### src/rtl/fca_pkg.sv
// Package: shared geometry of the fixed-constant adder.
// Assumes the constant is made of whole groups of all-ones or all-zeros.
package fca_pkg;
    localparam int FCA_GRP_W   = 3;
    localparam int FCA_NUM_GRP = 4;
    // One bit per group: 1 means the constant field of that group is all ones.
    localparam logic [FCA_NUM_GRP-1:0] FCA_ONES_MASK = 4'b0101;

    // Expand a per-group mask into the full-width constant operand.
    function automatic logic [FCA_GRP_W*FCA_NUM_GRP-1:0] fca_const(
        input logic [FCA_NUM_GRP-1:0] mask);
        logic [FCA_GRP_W*FCA_NUM_GRP-1:0] v;
        v = '0;
        for (int k = 0; k < FCA_NUM_GRP; k++) begin
            for (int b = 0; b < FCA_GRP_W; b++) begin
                v[k*FCA_GRP_W+b] = mask[k];
            end
        end
        return v;
    endfunction
endpackage

### src/rtl/fca_inc_group.sv
// Module: incrementer group. It adds only the incoming carry to its field.
// The per-cell generate is 0 and the propagate is the input bit.
// The group generate is therefore 0 and the group propagate is the AND of the inputs.
module fca_inc_group #(
    parameter int GW = 3
) (
    input  logic [GW-1:0] x,
    input  logic          cin,
    output logic [GW-1:0] s,
    output logic          grp_p,
    output logic          grp_g
);
    logic [GW-1:0] c;

    // Local carries: each is the carry-in ANDed with all lower input bits.
    always_comb begin
        logic run;
        run = cin;
        for (int i = 0; i < GW; i++) begin
            c[i] = run;
            run  = run & x[i];
        end
    end

    // Sum bits and group terms.
    always_comb begin
        s     = x ^ c;
        grp_p = &x;
        grp_g = 1'b0;
    end

    // the field adds only its carry-in, modulo 2**GW.
    always_comb begin
        assert_inc_group_R3: assert (s == GW'(x + GW'(cin)))
            else $error("inc group sum mismatch");
    end
endmodule

### src/rtl/fca_dec_group.sv
// Module: add-all-ones group (it adds 2**GW-1 plus its carry-in).
// The per-cell propagate is 1 and the generate is the input bit.
// The group propagate is therefore 1 and the group generate is the OR of the inputs.
module fca_dec_group #(
    parameter int GW = 3
) (
    input  logic [GW-1:0] x,
    input  logic          cin,
    output logic [GW-1:0] s,
    output logic          grp_p,
    output logic          grp_g
);
    logic [GW-1:0] c;

    // Local carries: each is the carry-in ORed with all lower input bits.
    always_comb begin
        logic run;
        run = cin;
        for (int i = 0; i < GW; i++) begin
            c[i] = run;
            run  = run | x[i];
        end
    end

    // Sum bits (XNOR of input and carry) and group terms.
    always_comb begin
        s     = ~(x ^ c);
        grp_p = 1'b1;
        grp_g = |x;
    end

    // the field adds all ones plus its carry-in, modulo 2**GW.
    always_comb begin
        assert_dec_group_R3: assert (s == GW'(x + {GW{1'b1}} + GW'(cin)))
            else $error("dec group sum mismatch");
    end
endmodule

### src/rtl/fca_lookahead.sv
// Module: second-level carry lookahead over NG group (P, G) pairs.
// Each carry is built in flat sum-of-products form from the group terms.
// The groups tie their constant terms to fixed levels, so the logic collapses.
module fca_lookahead #(
    parameter int NG = 4,
    parameter logic [NG-1:0] ONES_MASK = 4'b0101
) (
    input  logic          cin,
    input  logic [NG-1:0] grp_p,
    input  logic [NG-1:0] grp_g,
    output logic [NG:0]   carry
);
    // Flat lookahead: carry[k] = OR over j<k of (G_j AND P_j+1..P_k-1), plus cin AND P_0..P_k-1.
    always_comb begin
        carry[0] = cin;
        for (int k = 1; k <= NG; k++) begin
            logic acc;
            logic t;
            t = cin;
            for (int m = 0; m < k; m++) t = t & grp_p[m];
            acc = t;
            for (int j = 0; j < k; j++) begin
                t = grp_g[j];
                for (int m = j + 1; m < k; m++) t = t & grp_p[m];
                acc = acc | t;
            end
            carry[k] = acc;
        end
    end

    // Check the reduced equations when the default geometry is in use.
    generate
        if (NG == 4 && ONES_MASK == 4'b0101) begin : g_reduced_chk
            // Compare each flat carry with its reduced form.
            always_comb begin
                assert_c3_R4: assert (carry[1] == grp_g[0])
                    else $error("C3 mismatch");
                assert_c6_R5: assert (carry[2] == (grp_p[1] & grp_g[0]))
                    else $error("C6 mismatch");
                assert_c9_R6: assert (carry[3] == (grp_g[2] | (grp_p[1] & grp_g[0])))
                    else $error("C9 mismatch");
                assert_c12_R7: assert (carry[4] ==
                        (grp_p[3] & (grp_g[2] | (grp_p[1] & grp_g[0]))))
                    else $error("C12 mismatch");
            end
        end
    endgenerate
endmodule

### src/rtl/fixed_const_adder.sv
// Module: top of the fixed-constant adder. It adds fca_const(ONES_MASK) to a_in.
// It is purely combinational and its overall carry-in is 0.
// Each group picks an incrementer or an all-ones adder according to the mask.
module fixed_const_adder
    import fca_pkg::*;
#(
    parameter int GW = FCA_GRP_W,
    parameter int NG = FCA_NUM_GRP,
    parameter logic [NG-1:0] ONES_MASK = FCA_ONES_MASK
) (
    input  logic [GW*NG-1:0] a_in,
    output logic [GW*NG-1:0] sum_out,
    output logic             carry_out
);
    localparam int W = GW * NG;
    localparam logic CIN = 1'b0;

    logic [NG-1:0] gp;
    logic [NG-1:0] gg;
    logic [NG:0]   gc;

    // Group instances: the variant is selected by the constant field of each group.
    generate
        for (genvar k = 0; k < NG; k++) begin : g_grp
            if (ONES_MASK[k]) begin : g_dec
                fca_dec_group #(.GW(GW)) u_grp (
                    .x     (a_in[k*GW +: GW]),
                    .cin   (gc[k]),
                    .s     (sum_out[k*GW +: GW]),
                    .grp_p (gp[k]),
                    .grp_g (gg[k])
                );
            end else begin : g_inc
                fca_inc_group #(.GW(GW)) u_grp (
                    .x     (a_in[k*GW +: GW]),
                    .cin   (gc[k]),
                    .s     (sum_out[k*GW +: GW]),
                    .grp_p (gp[k]),
                    .grp_g (gg[k])
                );
            end
        end
    endgenerate

    fca_lookahead #(.NG(NG), .ONES_MASK(ONES_MASK)) u_la (
        .cin   (CIN),
        .grp_p (gp),
        .grp_g (gg),
        .carry (gc)
    );

    // Carry-out is the last lookahead carry.
    always_comb carry_out = gc[NG];

    // the full result matches an arithmetic reference.
    always_comb begin
        assert_sum_R1: assert (sum_out == W'(a_in + fca_const(ONES_MASK)))
            else $error("sum mismatch");
        assert_carry_R2: assert (carry_out ==
                (({1'b0, a_in} + {1'b0, fca_const(ONES_MASK)}) >> W))
            else $error("carry mismatch");
    end
endmodule

### config.mk
export PLATFORM = sky130hd
export DESIGN_NAME = fixed_const_adder
export DESIGN_NICKNAME = d
export VERILOG_FILES = /design/src/rtl/fca_pkg.sv /design/src/rtl/fca_inc_group.sv /design/src/rtl/fca_dec_group.sv /design/src/rtl/fca_lookahead.sv /design/src/rtl/fixed_const_adder.sv
export SDC_FILE = /design/constraint.sdc
export NUM_CORES = 1
export LEC_CHECK = 0
export CORE_AREA = 2 2 39 41
export DETAILED_ROUTE_END_ITERATION = 10
export DIE_AREA = 0 0 41 43
export GPL_TIMING_DRIVEN = 0
export PLACE_DENSITY = 0.52
export SLEW_MARGIN = 10
export SYNTH_ARGS = -nofsm -noshare
export SYNTH_HDL_FRONTEND = slang
export SYNTH_SLANG_ARGS = --single-unit
### constraint.sdc
create_clock -name vclk -period 2.3
set_input_delay 0.575 -clock vclk [all_inputs]
set_output_delay 0.575 -clock vclk [all_outputs]
set_load 0.02 [all_outputs]
==> results of run 1 <==
## Yosys cell counts
| cell type | n | area, um^2 |
|---|---|---|
| sky130_fd_sc_hd__a21oi_2 | 1 | 8.76 |
| sky130_fd_sc_hd__ha_1 | 8 | 100 |
| sky130_fd_sc_hd__inv_1 | 10 | 37.5 |
| sky130_fd_sc_hd__nand2_1 | 1 | 3.75 |
| sky130_fd_sc_hd__nand3_1 | 1 | 5.00 |
| sky130_fd_sc_hd__nand4b_4 | 1 | 23.8 |
| sky130_fd_sc_hd__nor3_2 | 1 | 10.0 |
| sky130_fd_sc_hd__xor2_1 | 3 | 26.3 |
## layout by cell type, fill, tap and decap left out
cell | synthesis | routed
sky130_fd_sc_hd__buf_4 | 0 | 4
sky130_fd_sc_hd__clkdlybuf4s50_1 | 0 | 6
sky130_fd_sc_hd__xor2_1 | 3 | 1
sky130_fd_sc_hd__inv_2 | 0 | 4
sky130_fd_sc_hd__ha_1 | 8 | 2
sky130_fd_sc_hd__dlygate4sd2_1 | 0 | 7
sky130_fd_sc_hd__nand3_1 | 1 | 1
sky130_fd_sc_hd__buf_2 | 0 | 2
sky130_fd_sc_hd__nand4b_4 | 1 | 1
sky130_fd_sc_hd__buf_6 | 0 | 7
sky130_fd_sc_hd__dlymetal6s2s_1 | 0 | 1
sky130_fd_sc_hd__nor3_2 | 1 | 1
sky130_fd_sc_hd__a21oi_2 | 1 | 1
sky130_fd_sc_hd__nand2_2 | 0 | 1
sky130_fd_sc_hd__inv_1 | 10 | 5
sky130_fd_sc_hd__ha_4 | 0 | 6
sky130_fd_sc_hd__clkinvlp_4 | 0 | 1
sky130_fd_sc_hd__xor2_4 | 0 | 2
## kinds of logic (layout without fill, tap and decap cells)
| family | Yosys count | in the layout | synth area share |
|---|---|---|---|
| xor gates and xnor gates | 3 | 3 | 0.122 |
| AOI/OAI and AO/OA | 1 | 1 | 0.0407 |
| buffers and inverters | 10 | 37 | 0.174 |
| and+or+nand+nor | 4 | 4 | 0.198 |
| adders and majority gates | 8 | 8 | 0.465 |
## layer usage
metal  global-route usage  vias up
met1               0.0857      130
li1                     -      134
met4                    0        0
met2                0.200       23
met3              0.00524        0
met5                    0        -
## final timing paths
kind,end,cells after the start,startpoint,slack [ns]
max,sum_out[8],6,a_in[4],-0.20
min,sum_out[9],5,a_in[6],1.65
## layout make-up
cell class	instances	share of cell area
multi-input combinational	16	0.482
timing repair buffer	27	0.416
inverter	10	0.0680
tap	16	0.0330
## worst max-delay path, cell delays in order
cell,delay [ns]
sky130_fd_sc_hd__clkdlybuf4s50_1,0.53
sky130_fd_sc_hd__nand4b_4,0.15
sky130_fd_sc_hd__ha_4,0.19
sky130_fd_sc_hd__ha_4,0.17
sky130_fd_sc_hd__xor2_4,0.17
sky130_fd_sc_hd__buf_6,0.14
## power groups by stage
stage                     Sequential (mW)  Clock, mW  Combinational (mW)
after global routing                    0          0               0.159
after global placement                  0          0               0.142
final                                   0          0               0.146
after floorplan                         0          0              0.0742
after CTS                               0          0               0.145
after detailed placement                0          0               0.145
## through the flow
stage | util | total power, mW | hold WS [ns]
2_1_floorplan | - | 0.0742 | 1.22
3_3_place_gp | 0.420 | 0.142 | 2.25
3_5_place_dp | 0.420 | 0.145 | 2.25
4_1_cts | 0.430 | 0.145 | 1.68
5_1_grt | 0.439 | 0.159 | 1.67
6_report | 0.439 | 0.146 | 1.65
## timing repair
action	CTS	global route
endpoints found under the hold margin	0	0
resized for setup	68	5
buffers inserted	2	0
setup endpoints to repair	13	8
pin swaps	6	3
==> reports/qor.yml, run 1 <==
placed_design:
  dpl.cell_count: 67
  dp_hpwl_um: 655
  place_ws_ns: -1.18
  place_congestion: 0.590
  dpl-instance-area_um2: 582
  number_of_i_o_port_buffers: 25
grt:
  grt_first_pass_wirelength_um: 1190
  globalRoute.totalOverflow: 0
  maximum_number_of_pins_on_one_net_before_global_route_repair: 4
  grtUsageTotal: 0.0920
  grt_pass1_vias: 316
  grt_antenna_before_repair: 0
power:
  clockPowerShare: 0
  total_leakage_power_nw: 0.288
  cellPowerDensity_mw_per_mm2: 241
  internal_power_mw: 0.0757
  power.ir.vdd_worst_uv: 90.8
  p_sw_mw: 0.0705
  combPwrFrac: 1.000
  power_switching_share: 0.482
  seq_power_share: 0
drt:
  drt_iter0_markers: 0
  routed-via-count: 287
  wl_met1_um: 234
  final_antenna_net_count: 0
  mean_number_of_vias_per_cell: 4.16
  highest_layer: "met3"
  drt_first_pass_iters: 1
  routed_wl_um: 746
  avgRoutedWirePerCell_um: 10.8
  wl_met3_um: 114
  wl_met2_um: 397
  number_of_drc_violations_after_detailed_routing: 0
finish:
  n_sequential_cell: 0
  finalNonFillerCells: 69
  clock_buffer_count: 0
  final_layout_size_suffix_gt1_frac: 0.566
  multi_input_area_um2: 293
  seq_area_um2: 0
  layout.cell_area.non_filler_um2: 607
  flow.area_growth_from_synthesis_pct: 182
  final_nets: 75
  fillers: 139
  n_antenna_cell: 0
status:
  status: "complete, but fails checks"
  violations_in_the_final_reports: "negative setup slack"
die:
  chipWidth_um: 41
  die_y_um: 43
  fp.dieArea_mm2: 0.00176
  ports_placed_on_the_boundary: 25
  floorplan.core_area_mm2: 0.00138
  initial_core_util: 0.156
  rows: 14
setup_path:
  critical_path.endpoint_type: "output port"
  crit_type: "input pin to output port"
  crit_path_max_fanout: 3
  required_ns: 1.73
  timing.critical_path.from_type: "input pin"
  worstPathArrival_ns: 1.92
timing:
  fin_crit_sh: 1.09
  final_setup_tns_ns: -0.588
  final.setup.worst_slack_ns: -0.198
  final-setup-viol-count: 5
  timing.final.max_slew_violations: 0
  worst-slew-pin-transition_ns: 0.238
  max_freq_mhz: 400
  setup_repair_after_global_routing_missed_its_margin: "true"
  hold_viol_final: 0
  fin_crit_ns: 2.50
  slew_headroom: 0.841
job:
  maxCapViolCount: 0
yosys:
  unique_masters_post_synth: 8
  synth_area_um2: 215
  mappedNetlistNets: 46
  synth.avg_cell_area_um2: 8.28
  yosys_warnings: 0
  netlist_instances: 26
  yosysSeqAreaShare: 0
min_path:
  hold_path.class: "input pin to output port"
clock_network:
  cts-hold-fix-buffers: 0
Power figures use the tool's default switching activity.
==> run 2, diff against run 1 <==
Settings changed: PLACE_DENSITY 0.52 to 0.53.
==> run 2 against run 1 <==
  * The run still ends with negative setup slack left
  * Worst hold slack lost 0.039 ns
  * Highest routed layer unchanged
  * Worst setup slack better by 0.032 ns
  * Global-route usage shrank 2.0 points
==> reports/qor.yml, run 2 (same netlist as run 1, synthesis figures left out) <==
status:
  status: "complete, but fails checks"
  violations_in_the_final_reports: "negative setup slack"
min_path:
  worstHoldPathCells: 3  # -2
  hold_path.class: "input pin to output port"
drt:
  final_antenna_net_count: 0  # unchanged
  number_of_drc_violations_after_detailed_routing: 0  # unchanged
  mean_number_of_vias_per_cell: 3.93  # -5.6%
  routed_wl_um: 595  # -20%
  routed-via-count: 271  # -5.6%
  avgRoutedWirePerCell_um: 8.62  # -20%
  drt_iter0_markers: 2  # +2
  drt_first_pass_iters: 2  # +1
power:
  cellPowerDensity_mw_per_mm2: 235  # -2.5%
  total_leakage_power_nw: 0.297  # +3.1%
  power.ir.vdd_worst_uv: 77.4  # -15%
finish:
  n_sequential_cell: 0  # unchanged
  seq_area_um2: 0  # unchanged
  finalNonFillerCells: 69  # unchanged
  most_used_cells_in_the_layout_excluding_fill_and_tap_cells: "7 x sky130_fd_sc_hd__buf_6, 7 x sky130_fd_sc_hd__dlygate4sd2_1, 6 x sky130_fd_sc_hd__ha_4"
  layout.cell_area.non_filler_um2: 609  # +0.41%
  final_nets: 75  # unchanged
  clock_buffer_count: 0  # unchanged
  n_antenna_cell: 0  # unchanged
  final_layout_size_suffix_gt1_frac: 0.566  # unchanged
  flow.area_growth_from_synthesis_pct: 183
grt:
  grt_first_pass_wirelength_um: 959  # -20%
  maximum_number_of_pins_on_one_net_before_global_route_repair: 4  # unchanged
  grtUsageTotal: 0.0719  # -0.0201
  globalRoute.totalOverflow: 0  # unchanged
  grt_pass1_vias: 306  # -3.2%
  grt_antenna_before_repair: 0  # unchanged
timing:
  slew_headroom: 0.833  # -0.00807
  max_freq_mhz: 405  # +1.3%
  fin_crit_ns: 2.47  # -0.0316 ns
  worst-slew-pin-transition_ns: 0.251  # +0.0129 ns
  final-setup-viol-count: 4  # -1
  hold_viol_final: 0  # unchanged
  setup_repair_after_global_routing_missed_its_margin: "true"
  fin_crit_sh: 1.07  # -0.0137
  final.setup.worst_slack_ns: -0.166  # +0.0316 ns
  timing.final.max_slew_violations: 0  # unchanged
setup_path:
  critical_path.endpoint_type: "output port"
  worstSetupStartpoint: "a_in[0]"
  worstPathArrival_ns: 1.89  # -0.03 ns
  timing.critical_path.from_type: "input pin"
  crit_type: "input pin to output port"
  worst_setup_path_endpoint: "sum_out[11]"
  required_ns: 1.73  # about the same
  crit_path_max_fanout: 3  # unchanged
die:
  ports_placed_on_the_boundary: 25  # unchanged
  die_y_um: 43  # unchanged
  rows: 14  # unchanged
  chipWidth_um: 41  # unchanged
  initial_core_util: 0.156  # unchanged
  fp.dieArea_mm2: 0.00176  # unchanged
  floorplan.core_area_mm2: 0.00138  # unchanged
job:
  maxCapViolCount: 0  # unchanged
placed_design:
  place_ws_ns: -1.17  # +0.0124 ns
  dp_hpwl_um: 532  # -19%
  dpl.cell_count: 67  # unchanged
  dpl-instance-area_um2: 582  # unchanged
  number_of_i_o_port_buffers: 25  # unchanged
  place_congestion: 0.575  # -2.6%
clock_network:
  cts-hold-fix-buffers: 0  # unchanged
-- run 2: stage by stage --
stage / power [mW] / hold slack (ns) / util / setup TNS, ns
2_1_floorplan: 0.0742 / 1.22 / - / -0.199
3_3_place_gp: 0.143 / 2.26 / 0.420 / -9.63
3_5_place_dp: 0.143 / 2.29 / 0.420 / -9.75
4_1_cts: 0.142 / 1.66 / 0.429 / -0.671
5_1_grt: 0.156 / 1.65 / 0.440 / -0.835
6_report: 0.143 / 1.61 / 0.440 / -0.496
-- run 2: final cells by class --
class	count	area, um^2
Fill cell	148	774
Multi-Input combinational cell	16	293
Timing Repair Buffer	27	255
Inverter	10	41.3
Tap cell	16	20.0
-- run 2: routing by layer --
metal  vias to the layer above  wire length [um]  part of all wire  track usage
met5                         -                 0                 0            0
met4                         0                 0                 0            0
met3                         0               113              0.19       0.0105
met2                        20               305              0.51        0.156
met1                       117               176              0.30       0.0633
li1                        134                 -                 -            -
-- run 2: worst min-delay path by stage --
stage                        from         end
after global routing      a_in[4]  sum_out[4]
after floorplan           a_in[8]  sum_out[8]
after global placement    a_in[9]   carry_out
final                     a_in[4]  sum_out[4]
after detailed placement  a_in[9]   carry_out
after CTS                 a_in[5]  sum_out[5]
-- run 2: power by group --
part / switching (mW) / total [mW] / internal [mW]
combinational: 0.0685 / 0.143 / 0.0746
sequential: 0 / 0 / 0
clock: 0 / 0 / 0
total: 0.0685 / 0.143 / 0.0746
-- run 2: repair_timing --
item,CTS,global route
setup endpoints to repair,13,8
resized for setup,66,7
buffers inserted,1,1
cloned,0,0
pin swaps,5,6
-- run 2: worst max-delay path: stages --
cell	delay (ns)
sky130_fd_sc_hd__buf_6	0.07
sky130_fd_sc_hd__clkinvlp_4	0.09
sky130_fd_sc_hd__ha_4	0.17
sky130_fd_sc_hd__ha_4	0.15
sky130_fd_sc_hd__nand4b_4	0.19
sky130_fd_sc_hd__nand2_2	0.10
sky130_fd_sc_hd__ha_4	0.13
sky130_fd_sc_hd__ha_4	0.14
sky130_fd_sc_hd__xor2_4	0.14
sky130_fd_sc_hd__buf_6	0.13
==> run 3, diff against run 2 <==
Settings changed: CAP_MARGIN set to 5.
==> results of run 3 <==
No change in the layout: final DEF, timing and power equal those of run 2.
